### src/rtl/lqm_pkg.sv
package lqm_pkg;
   typedef enum logic {
      LNK_DOWN = 1'b0,
      LNK_UP   = 1'b1
   } lnk_state_e;
endpackage

### src/rtl/lqm_lock_qual.sv
// Counts consecutive lock samples while armed; done is a combinational
// pulse on the edge that completes the qualification time.
module lqm_lock_qual #(
   parameter int QUAL_CYC = 5_000_000
) (
   input  logic clk,
   input  logic rst_n,
   input  logic arm_i,
   input  logic lock_i,
   output logic done_o
);
   localparam int QW = (QUAL_CYC > 2) ? $clog2(QUAL_CYC) : 1;
   localparam logic [QW-1:0] Q_LAST = QW'(QUAL_CYC - 1);

   logic [QW-1:0] cnt_q;

   assign done_o = arm_i & lock_i & (cnt_q == Q_LAST);

   always_ff @(posedge clk or negedge rst_n) begin
      if (!rst_n) begin
         cnt_q <= '0;
      end else if (!arm_i || !lock_i || done_o) begin
         cnt_q <= '0;
      end else begin
         cnt_q <= cnt_q + QW'(1);
      end
   end
endmodule

### src/rtl/lqm_idle_watch.sv
// Tracks runs of consecutive idle symbols and the supervision window.
module lqm_idle_watch #(
   parameter int RUN_LEN = 16,
   parameter int WIN_CYC = 200_000
) (
   input  logic clk,
   input  logic rst_n,
   input  logic arm_i,
   input  logic sym_vld_i,
   input  logic sym_idle_i,
   output logic run_done_o,
   output logic expire_o
);
   localparam int RW = (RUN_LEN > 2) ? $clog2(RUN_LEN) : 1;
   localparam int WW = (WIN_CYC > 2) ? $clog2(WIN_CYC) : 1;
   localparam logic [RW-1:0] R_LAST = RW'(RUN_LEN - 1);
   localparam logic [WW-1:0] W_LAST = WW'(WIN_CYC - 1);

   logic [RW-1:0] run_q;
   logic [WW-1:0] win_q;
   logic          idle_sym;
   logic          brk_sym;

   assign idle_sym   = sym_vld_i & sym_idle_i;
   assign brk_sym    = sym_vld_i & ~sym_idle_i;
   assign run_done_o = arm_i & idle_sym & (run_q == R_LAST);
   assign expire_o   = arm_i & (win_q == W_LAST) & ~run_done_o;

   always_ff @(posedge clk or negedge rst_n) begin
      if (!rst_n) begin
         run_q <= '0;
      end else if (!arm_i || brk_sym || run_done_o) begin
         run_q <= '0;
      end else if (idle_sym) begin
         run_q <= run_q + RW'(1);
      end
   end

   always_ff @(posedge clk or negedge rst_n) begin
      if (!rst_n) begin
         win_q <= '0;
      end else if (!arm_i || run_done_o) begin
         win_q <= '0;
      end else if (win_q != W_LAST) begin
         win_q <= win_q + WW'(1);
      end
   end
endmodule

### src/rtl/lqm_tx_gate.sv
// Transmit permission and burst request; ALLOW_OVR selects whether the
// diagnostic override is built at all.
module lqm_tx_gate #(
   parameter bit ALLOW_OVR = 1'b1
) (
   input  logic link_i,
   input  logic an_en_i,
   input  logic ovr_i,
   output logic tx_allow_o,
   output logic burst_req_o
);
   assign burst_req_o = ~link_i & an_en_i;

   generate
      if (ALLOW_OVR) begin : g_ovr
         assign tx_allow_o = link_i | (ovr_i & ~an_en_i);
      end else begin : g_no_ovr
         logic unused_ovr;
         assign unused_ovr = ovr_i;
         assign tx_allow_o = link_i;
      end
   endgenerate
endmodule

### src/rtl/link_qual_mon.sv
module link_qual_mon
   import lqm_pkg::*;
#(
   parameter int QUAL_CYC  = 5_000_000,
   parameter int WIN_CYC   = 200_000,
   parameter int RUN_LEN   = 16,
   parameter bit ALLOW_OVR = 1'b1
) (
   input  logic clk,
   input  logic rst_n,
   input  logic lock_i,
   input  logic sym_vld_i,
   input  logic sym_idle_i,
   input  logic an_en_i,
   input  logic ovr_i,
   input  logic rd_stb_i,
   output logic link_o,
   output logic link_stat_o,
   output logic loss_irq_o,
   output logic rereq_o,
   output logic burst_req_o,
   output logic tx_allow_o
);
   generate
      if (QUAL_CYC < 2) begin : g_bad_qual
         $error("QUAL_CYC must be at least 2");
      end
      if (RUN_LEN < 2) begin : g_bad_run
         $error("RUN_LEN must be at least 2");
      end
      if (WIN_CYC <= RUN_LEN) begin : g_bad_win
         $error("WIN_CYC must exceed RUN_LEN");
      end
   endgenerate

   lnk_state_e st_q;
   logic       qual_done;
   logic       run_done;
   logic       expire;
   logic       is_up;
   logic       loss_evt;
   logic       irq_q;
   logic       rereq_q;
   logic       stat_q;

   assign is_up    = (st_q == LNK_UP);
   assign loss_evt = is_up & expire;

   lqm_lock_qual #(.QUAL_CYC(QUAL_CYC)) u_qual (
      .clk    (clk),
      .rst_n  (rst_n),
      .arm_i  (~is_up),
      .lock_i (lock_i),
      .done_o (qual_done)
   );

   lqm_idle_watch #(.RUN_LEN(RUN_LEN), .WIN_CYC(WIN_CYC)) u_idle (
      .clk        (clk),
      .rst_n      (rst_n),
      .arm_i      (is_up),
      .sym_vld_i  (sym_vld_i),
      .sym_idle_i (sym_idle_i),
      .run_done_o (run_done),
      .expire_o   (expire)
   );

   lqm_tx_gate #(.ALLOW_OVR(ALLOW_OVR)) u_gate (
      .link_i      (is_up),
      .an_en_i     (an_en_i),
      .ovr_i       (ovr_i),
      .tx_allow_o  (tx_allow_o),
      .burst_req_o (burst_req_o)
   );

   always_ff @(posedge clk or negedge rst_n) begin
      if (!rst_n) begin
         st_q <= LNK_DOWN;
      end else begin
         unique case (st_q)
            LNK_DOWN: if (qual_done) st_q <= LNK_UP;
            LNK_UP:   if (expire)    st_q <= LNK_DOWN;
            default:  st_q <= LNK_DOWN;
         endcase
      end
   end

   always_ff @(posedge clk or negedge rst_n) begin
      if (!rst_n) begin
         irq_q   <= 1'b0;
         rereq_q <= 1'b0;
         stat_q  <= 1'b0;
      end else begin
         irq_q   <= loss_evt;
         rereq_q <= loss_evt & an_en_i;
         if (loss_evt) begin
            stat_q <= 1'b0;
         end else if (rd_stb_i && is_up) begin
            stat_q <= 1'b1;
         end
      end
   end

   assign link_o      = is_up;
   assign link_stat_o = stat_q;
   assign loss_irq_o  = irq_q;
   assign rereq_o     = rereq_q;
endmodule

### config.mk
export PLATFORM = sky130hd
export DESIGN_NAME = link_qual_mon
export DESIGN_NICKNAME = d
export VERILOG_FILES = /design/src/rtl/lqm_pkg.sv /design/src/rtl/lqm_lock_qual.sv /design/src/rtl/lqm_idle_watch.sv /design/src/rtl/lqm_tx_gate.sv /design/src/rtl/link_qual_mon.sv
export SDC_FILE = /design/constraint.sdc
export NUM_CORES = 1
export LEC_CHECK = 0
export BUFFER_PORTS_ARGS = -buffer_cell sky130_fd_sc_hd__buf_2
export CORE_AREA = 2 2 68 70
export DETAILED_ROUTE_END_ITERATION = 10
export DIE_AREA = 0 0 70 72
export PLACE_DENSITY_LB_ADDON = 0.25
export SLEW_MARGIN = 0
export SYNTH_ARGS = -nofsm -noshare
export SYNTH_HDL_FRONTEND = slang
export SYNTH_SLANG_ARGS = --single-unit
export TNS_END_PERCENT = 1
### constraint.sdc
create_clock -name clk -period 2 [get_ports clk]
set_input_delay 0.1 -clock clk [delete_from_list [all_inputs] [get_ports clk]]
set_output_delay 0.1 -clock clk [all_outputs]
set_load 0.01 [all_outputs]
# After elaboration in Yosys (flattened, before gate mapping)

Index checks and enable logic that the tools add are counted.

Bits in registers: 49
Bits of input ports: 8
Output and inout port bits: 6

Add/subtract/negate cells: 3
Equal/unequal tests: 4
Mux-type cells: 10
Bitwise logic cells: 17
Reductions and logical operators: 11

Operators with widths:

| operator                | number |
|---|---|
| $mux W18                | 2 |
| $add A23 B1 Y23 const B | 1 |
| $eq A23 B23 Y1 const B  | 1 |
| $mux W23                | 1 |
| $add A18 B1 Y18 const B | 1 |
| $eq A18 B18 Y1 const B  | 1 |
| $ne A18 B18 Y1 const B  | 1 |
| $and A1 B1 Y1           | 12 |
| $mux W4                 | 2 |
| $reduce_bool A2 Y1      | 3 |
| $logic_or A1 B1 Y1      | 5 |
| $add A4 B1 Y4 const B   | 1 |
| $eq A4 B4 Y1 const B    | 1 |
| $mux W1                 | 4 |
| $not A1 Y1              | 4 |
| $logic_not A1 Y1        | 2 |
| $pmux W1 S2             | 1 |
| $logic_and A1 B1 Y1     | 1 |
| $or A1 B1 Y1            | 1 |

# Depth between registers and ports, before layout

Depth after elaboration: 7
Depth in mapped cells: 6

# Hierarchy

From an unflattened synthesis, not the netlist that was laid out.

Cells, all modules: 272
Area total of the unflattened synthesis: 2642.5 µm²

Modules (own cells, without submodules):

| module         | times used | cells an instance | area each (µm²) | seq. area each (µm²) |
|---|---|---|---|---|
| lqm_lock_qual  | 1          | 129               | 1261.2          | 575.6 |
| lqm_idle_watch | 1          | 129               | 1221.2          | 550.5 |
| link_qual_mon  | 1          | 11                | 145.1           | 100.1 |
| lqm_tx_gate    | 1          | 3                 | 15.0            | 0.0 |

# Worst setup path after synthesis

Ideal clock, no wire load.

Path type: register to register
Start point: reg u_idle.win_q[0]
End point: reg u_idle.win_q[5]
Library setup time: 0.077 ns
Arrival time: 1.644 ns
Data required time: 1.923 ns
Setup slack: 0.278 ns
Cell stages (with the launch flop): 7
Period minus slack after synthesis: 1.722 ns
Cell sequence: dfrtp_1 -> ha_1 -> and3_1 -> nand3_2 -> nor3_4 -> or4_1 -> a21oi_1

Longest elaborated chain between the ends: 3

Ends and longest elaborated chain:

| item                   | line                 | text |
|---|---|---|
| from (decl)            | lqm_idle_watch.sv:20 | `logic [WW-1:0] win_q;` |
| from (signal assigned) | lqm_idle_watch.sv:45 | `win_q <= win_q + WW'(1);` |
| $add A18 B1 Y18        | lqm_idle_watch.sv:45 |  |
| $mux W18               | lqm_idle_watch.sv:44 | `end else if (win_q != W_LAST) begin` |
| $mux W18               | lqm_idle_watch.sv:42 | `end else if (!arm_i \|\| run_done_o) begin` |

Parallel ways exist; a longest one is shown, timed or not. The select of a mux whose other input is x is not followed.
A chain may end at the register's enable or synchronous reset.

# Final worst setup path

Same ends and word-level chain as after synthesis.

==> results <==
- The flow ran to the end, and the final reports show no timing, DRC or antenna violations.
- The final critical path takes up between 90 and 100% of the cycle.
- The timing endpoint of the critical path is u_idle.win_q[5].
- The smallest clock period supported by the final layout is computed as 1.845 ns.
- In the routed design, unresolved DRC markers number 0.
- Summing all placed instances gives a cell area of roughly 2600 µm².
- The kind of path behind the tightest hold check is input port to register.
- The number of register bits inferred by synthesis is roughly 50.
- The HPWL after detailed placement is ~2.9 mm.
- The final setup TNS is 0 ns.
- The library cell used most frequently in the layout, excluding fill and tap cells, is sky130_fd_sc_hd__dfrtp_1.
- The kind of start point of the critical path is a register.
- Setup repair after global routing left no endpoint under its margin.
- The number of buffers between clock root and the deepest sink is 2.
- From synthesis to final layout, the design area changed by 10.95%.
- The number of setup buffers added after CTS is 0.
- In this run the worst path has a maximum fanout of 9.
- The number of antenna repair diodes is 0.
- For this block, the routed nets add up to 4.302 mm of wire.
- Averaged over all synthesized cells, the footprint is 9.874 µm².
- The insertion delay to the later sink of the worst-skew pair is ~0.30 ns.
- In the final routed layout, each cell accounts on average for roughly 13 µm.
- Pin placement for this block handled 14 I/O pins.
- For the final database, setup skew stands at between 0.006 and 0.007 ns.
- The number of warning messages in the yosys log is 0.
- The TritonCTS clock tree is done.
- The path type of the worst setup path is register to register.
- The number of standard cells after synthesis is 250.
- The top cell types in the final layout, fill and taps aside, are sky130_fd_sc_hd__dfrtp_1, sky130_fd_sc_hd__nor2_1, sky130_fd_sc_hd__nand3_1, sky130_fd_sc_hd__xor2_1, sky130_fd_sc_hd__nand2_1.
- The mapped netlist covers ~2500 µm².
- After Yosys synthesis, full adders, half adders and majority gates account for 1.521% of the synthesized area.
- Traced cell by cell, the critical path runs through ha_1 -> and3_1 -> nand3_2 -> nor3_4 -> or4_1 -> a21oi_1.
- The number of global-route vias before repair is roughly 1800.
- Of the total synthesized cell area, the portion taken by XOR and XNOR cells is between 10% and 20%.
- The number of nets in the final layout is 282.
- The worst-path cell with the longest stage delay is sky130_fd_sc_hd__or4_1.
- The headroom to the max-slew limit is a little under half.
- The largest net degree at the start of global routing is 39.
- The number of nets produced by synthesis is roughly 260.
- The worst-case IR drop observed on VDD is around 420 µV.
- Port buffering added 13 buffers.
- Clock tree synthesis selected as its root buffer the cell sky130_fd_sc_hd__clkbuf_8.
- The post-route antenna net violation count is 0.
- The launching point of the worst reg2reg path is u_idle.win_q[0].
- In this run the worst setup path begins at u_idle.win_q[0].
- The core occupancy in the finished layout is between 60% and 70%.
- The routed via count is around 1800.
- The post-cts hold buffer count is 1.
- The final-report max-slew violation count is 0.
- Dividing total power by cell area gives a power density of roughly 740 nW/µm².
- The static leakage is ~1.2 nW.
- The detailed-routing iteration count for the pre-antenna-repair pass is 4.
- The reg-to-reg setup timing slack is roughly 0.16 ns.
- The floorplan step defined a core boundary enclosing 4264 µm².
- Timing would allow up to about 540 MHz.
- The count of endpoints failing setup in the final report is 0.
- Clock-pin slew was measured on the worst setup and hold paths at approximately 0.09 ns.
- The synthesized netlist devotes ~4.4% of its cell area to compound gates.
- Once the floorplan was initialized, standard cells occupied ~58% of the core.
- After Yosys synthesis, and, or, nand and nor cells account for a little under 30% of the synthesized area.
- The quantity of gates resized following cts is 0.
- The combined global-route utilization of all metal layers is about a fifth.
- Fill cells in the final layout number between 300 and 400.
- At the end of routability-driven placement, the weighted congestion stood at a little under 0.8.
- The number of antenna violations at the first check in global routing is 0.
- The first-pass GRT wire length is ~7.9 mm.
- STA puts the critical path data required time at ~2.2 ns.
- The depth of the worst register-to-register path is 6.
- The slew at the pin with the worst max-slew slack is ~0.8 ns.
- The endpoint of the lowest-slack register-to-register path is u_idle.win_q[5].
- By area, the combinational part of the netlist is dominated by simple AND/OR/NAND/NOR gates.
- The die is around 70 µm wide.
- The global route total overflow is 0.
- The proportion of synthesized area in mux cells is 0.8616%.
- The count of unique library cells instantiated by Yosys is 37.
- The count of clock tree sinks is 49.
- After the first detailed-routing iteration, the DRC count stood at between 100 and 150.
- The number of cell rows is 24.
- The number of levels in the clock H-tree is 2.
- The worst hold slack is 0.03656 ns.
- Cells with a size suffix above 1 make up 13.65% of the layout.
- Summing the sequential cell areas from Yosys gives 49.67% of the chip area.
- The worst setup path is captured at a register.
- On the worst path, the slowest cell contributes a delay of 0.50 ns.
- Buffers inserted during clock tree synthesis total 5.
- The number of max-capacitance violations reported is 0.
- The routed via count divided by cell count is 5.604.
- The data arrival at the endpoint of the critical path is 2.08 ns.
- The final hold violation count is 0.
- The final instance area is between 2000 and 3000 µm².
- The floorplan step defined a die boundary enclosing about 5000 µm².
- The die span in y is roughly 72 µm.
==> sequential cells by signal (all words and copies together) (netlist names) <==
| name | count |
|---|---|
| link_stat_o | 1 |
| rereq_o | 1 |
| link_o | 1 |
| u_idle.run_q | 4 |
| u_qual.cnt_q | 23 |
| loss_irq_o | 1 |
| u_idle.win_q | 18 |
==> metal layers <==
layer  GRT usage [%]  part of all wire [%]  vias to the layer above
met3           3.472                   3.4                        7
li1                -                     -                      906
met2           32.38                    45                       31
met1           25.99                    50                      866
met4           7.692                   1.6                        0
met5               0                     0                        -
==> worst max-delay path, delay by kind of cell (launching register included) <==
kind | cells | cell delay (ns)
and+or+nand+nor | 4 | 0.96
DFF | 1 | 0.43
adders and majority gates | 1 | 0.24
AOI/OAI and AO/OA | 1 | 0.14
==> synth_stat cells <==
master                       n  area (µm²)
sky130_fd_sc_hd__a21oi_1     7       35.03
sky130_fd_sc_hd__mux2i_1     1       10.01
sky130_fd_sc_hd__o211ai_1    2       15.01
sky130_fd_sc_hd__nor3_1      4       20.02
sky130_fd_sc_hd__a2bb2oi_1   1       8.760
sky130_fd_sc_hd__ha_1        3       37.54
sky130_fd_sc_hd__nor4_1      4       25.02
sky130_fd_sc_hd__buf_6       2       22.52
sky130_fd_sc_hd__nor2_1     47       176.4
sky130_fd_sc_hd__xnor2_1    13       113.9
sky130_fd_sc_hd__or4_1       2       15.01
sky130_fd_sc_hd__nand4_2     1       12.51
sky130_fd_sc_hd__nor2b_1     3       18.77
sky130_fd_sc_hd__mux2_2      1       11.26
sky130_fd_sc_hd__nand4_1     9       56.30
sky130_fd_sc_hd__o21ai_0     7       35.03
sky130_fd_sc_hd__and4bb_1    1       12.51
sky130_fd_sc_hd__dfrtp_1    49        1226
sky130_fd_sc_hd__and2_1      2       12.51
sky130_fd_sc_hd__clkbuf_1    1       3.750
sky130_fd_sc_hd__buf_2       2       10.01
sky130_fd_sc_hd__nand2b_2    1       8.760
sky130_fd_sc_hd__and3_1      7       43.79
sky130_fd_sc_hd__or3_1       3       18.77
sky130_fd_sc_hd__or4b_4      1       13.76
sky130_fd_sc_hd__o31ai_1     2       15.01
sky130_fd_sc_hd__or3_4       1       11.26
sky130_fd_sc_hd__nor4_2      3       37.54
sky130_fd_sc_hd__nand2_1    17       63.81
sky130_fd_sc_hd__nand3_2     1       10.01
sky130_fd_sc_hd__nand2b_1    2       12.51
sky130_fd_sc_hd__inv_1       7       26.28
sky130_fd_sc_hd__and4_1      1       8.760
sky130_fd_sc_hd__nor3_4      3       48.80
sky130_fd_sc_hd__nor4bb_1    1       10.01
sky130_fd_sc_hd__xor2_1     19       166.4
sky130_fd_sc_hd__nand3_1    19       95.09
==> area by class of cell <==
class	count	area, µm²	share of cell area, %
Clock buffer	5	68.82	2.513
Tap cell	52	65.06	2.376
Timing Repair Buffer	19	137.6	5.025
Multi-Input combinational cell	189	1180	43.08
Inverter	7	26.28	0.9593
Clock inverter	2	35.03	1.279
Sequential cell	49	1226	44.77
==> power breakdown <==
| group | switching, mW | internal (mW) | total (mW) |
|---|---|---|---|
| Clock | 0.317 | 0.364 | 0.680 |
| Sequential | 0.0906 | 1.06 | 1.15 |
| Combinational | 0.109 | 0.0911 | 0.200 |
| Total | 0.516 | 1.52 | 2.03 |
==> logic make-up after synthesis <==
kind of cell / after synthesis
AND/OR/NAND/NOR: 133
adder cells (fa/ha/maj): 3
XOR/XNOR: 32
multiplexers: 2
AO/OA/AOI/OAI: 19
flip-flops: 49
buffers and inverters: 12
==> through the flow <==
| stage | instances | worst slack [ns] | total power, mW |
|---|---|---|---|
| 2_1_floorplan | 250 | 0.2781 | 1.293 |
| 6_report | 323 | 0.1551 | 2.034 |
| 5_1_grt | 323 | 0.05375 | 2.135 |
| 3_5_place_dp | 315 | 0.1629 | 1.373 |
| 4_1_cts | 323 | 0.1598 | 2.055 |
| 3_3_place_gp | 315 | 0.2355 | 1.364 |
==> how the worst min path moves through the flow <==
stage	start	end	slack (ns)	cells after the start
6_report	an_en_i	rereq_o	0.04	2
5_1_grt	an_en_i	rereq_o	0.04	2
4_1_cts	an_en_i	rereq_o	0.04	2
3_5_place_dp	rst_n	u_idle.win_q[0]	0.24	1
3_3_place_gp	rst_n	u_idle.win_q[0]	0.24	1
2_1_floorplan	rst_n	link_o	-0.20	0
Note: power is estimated with default switching activity, not from simulation.
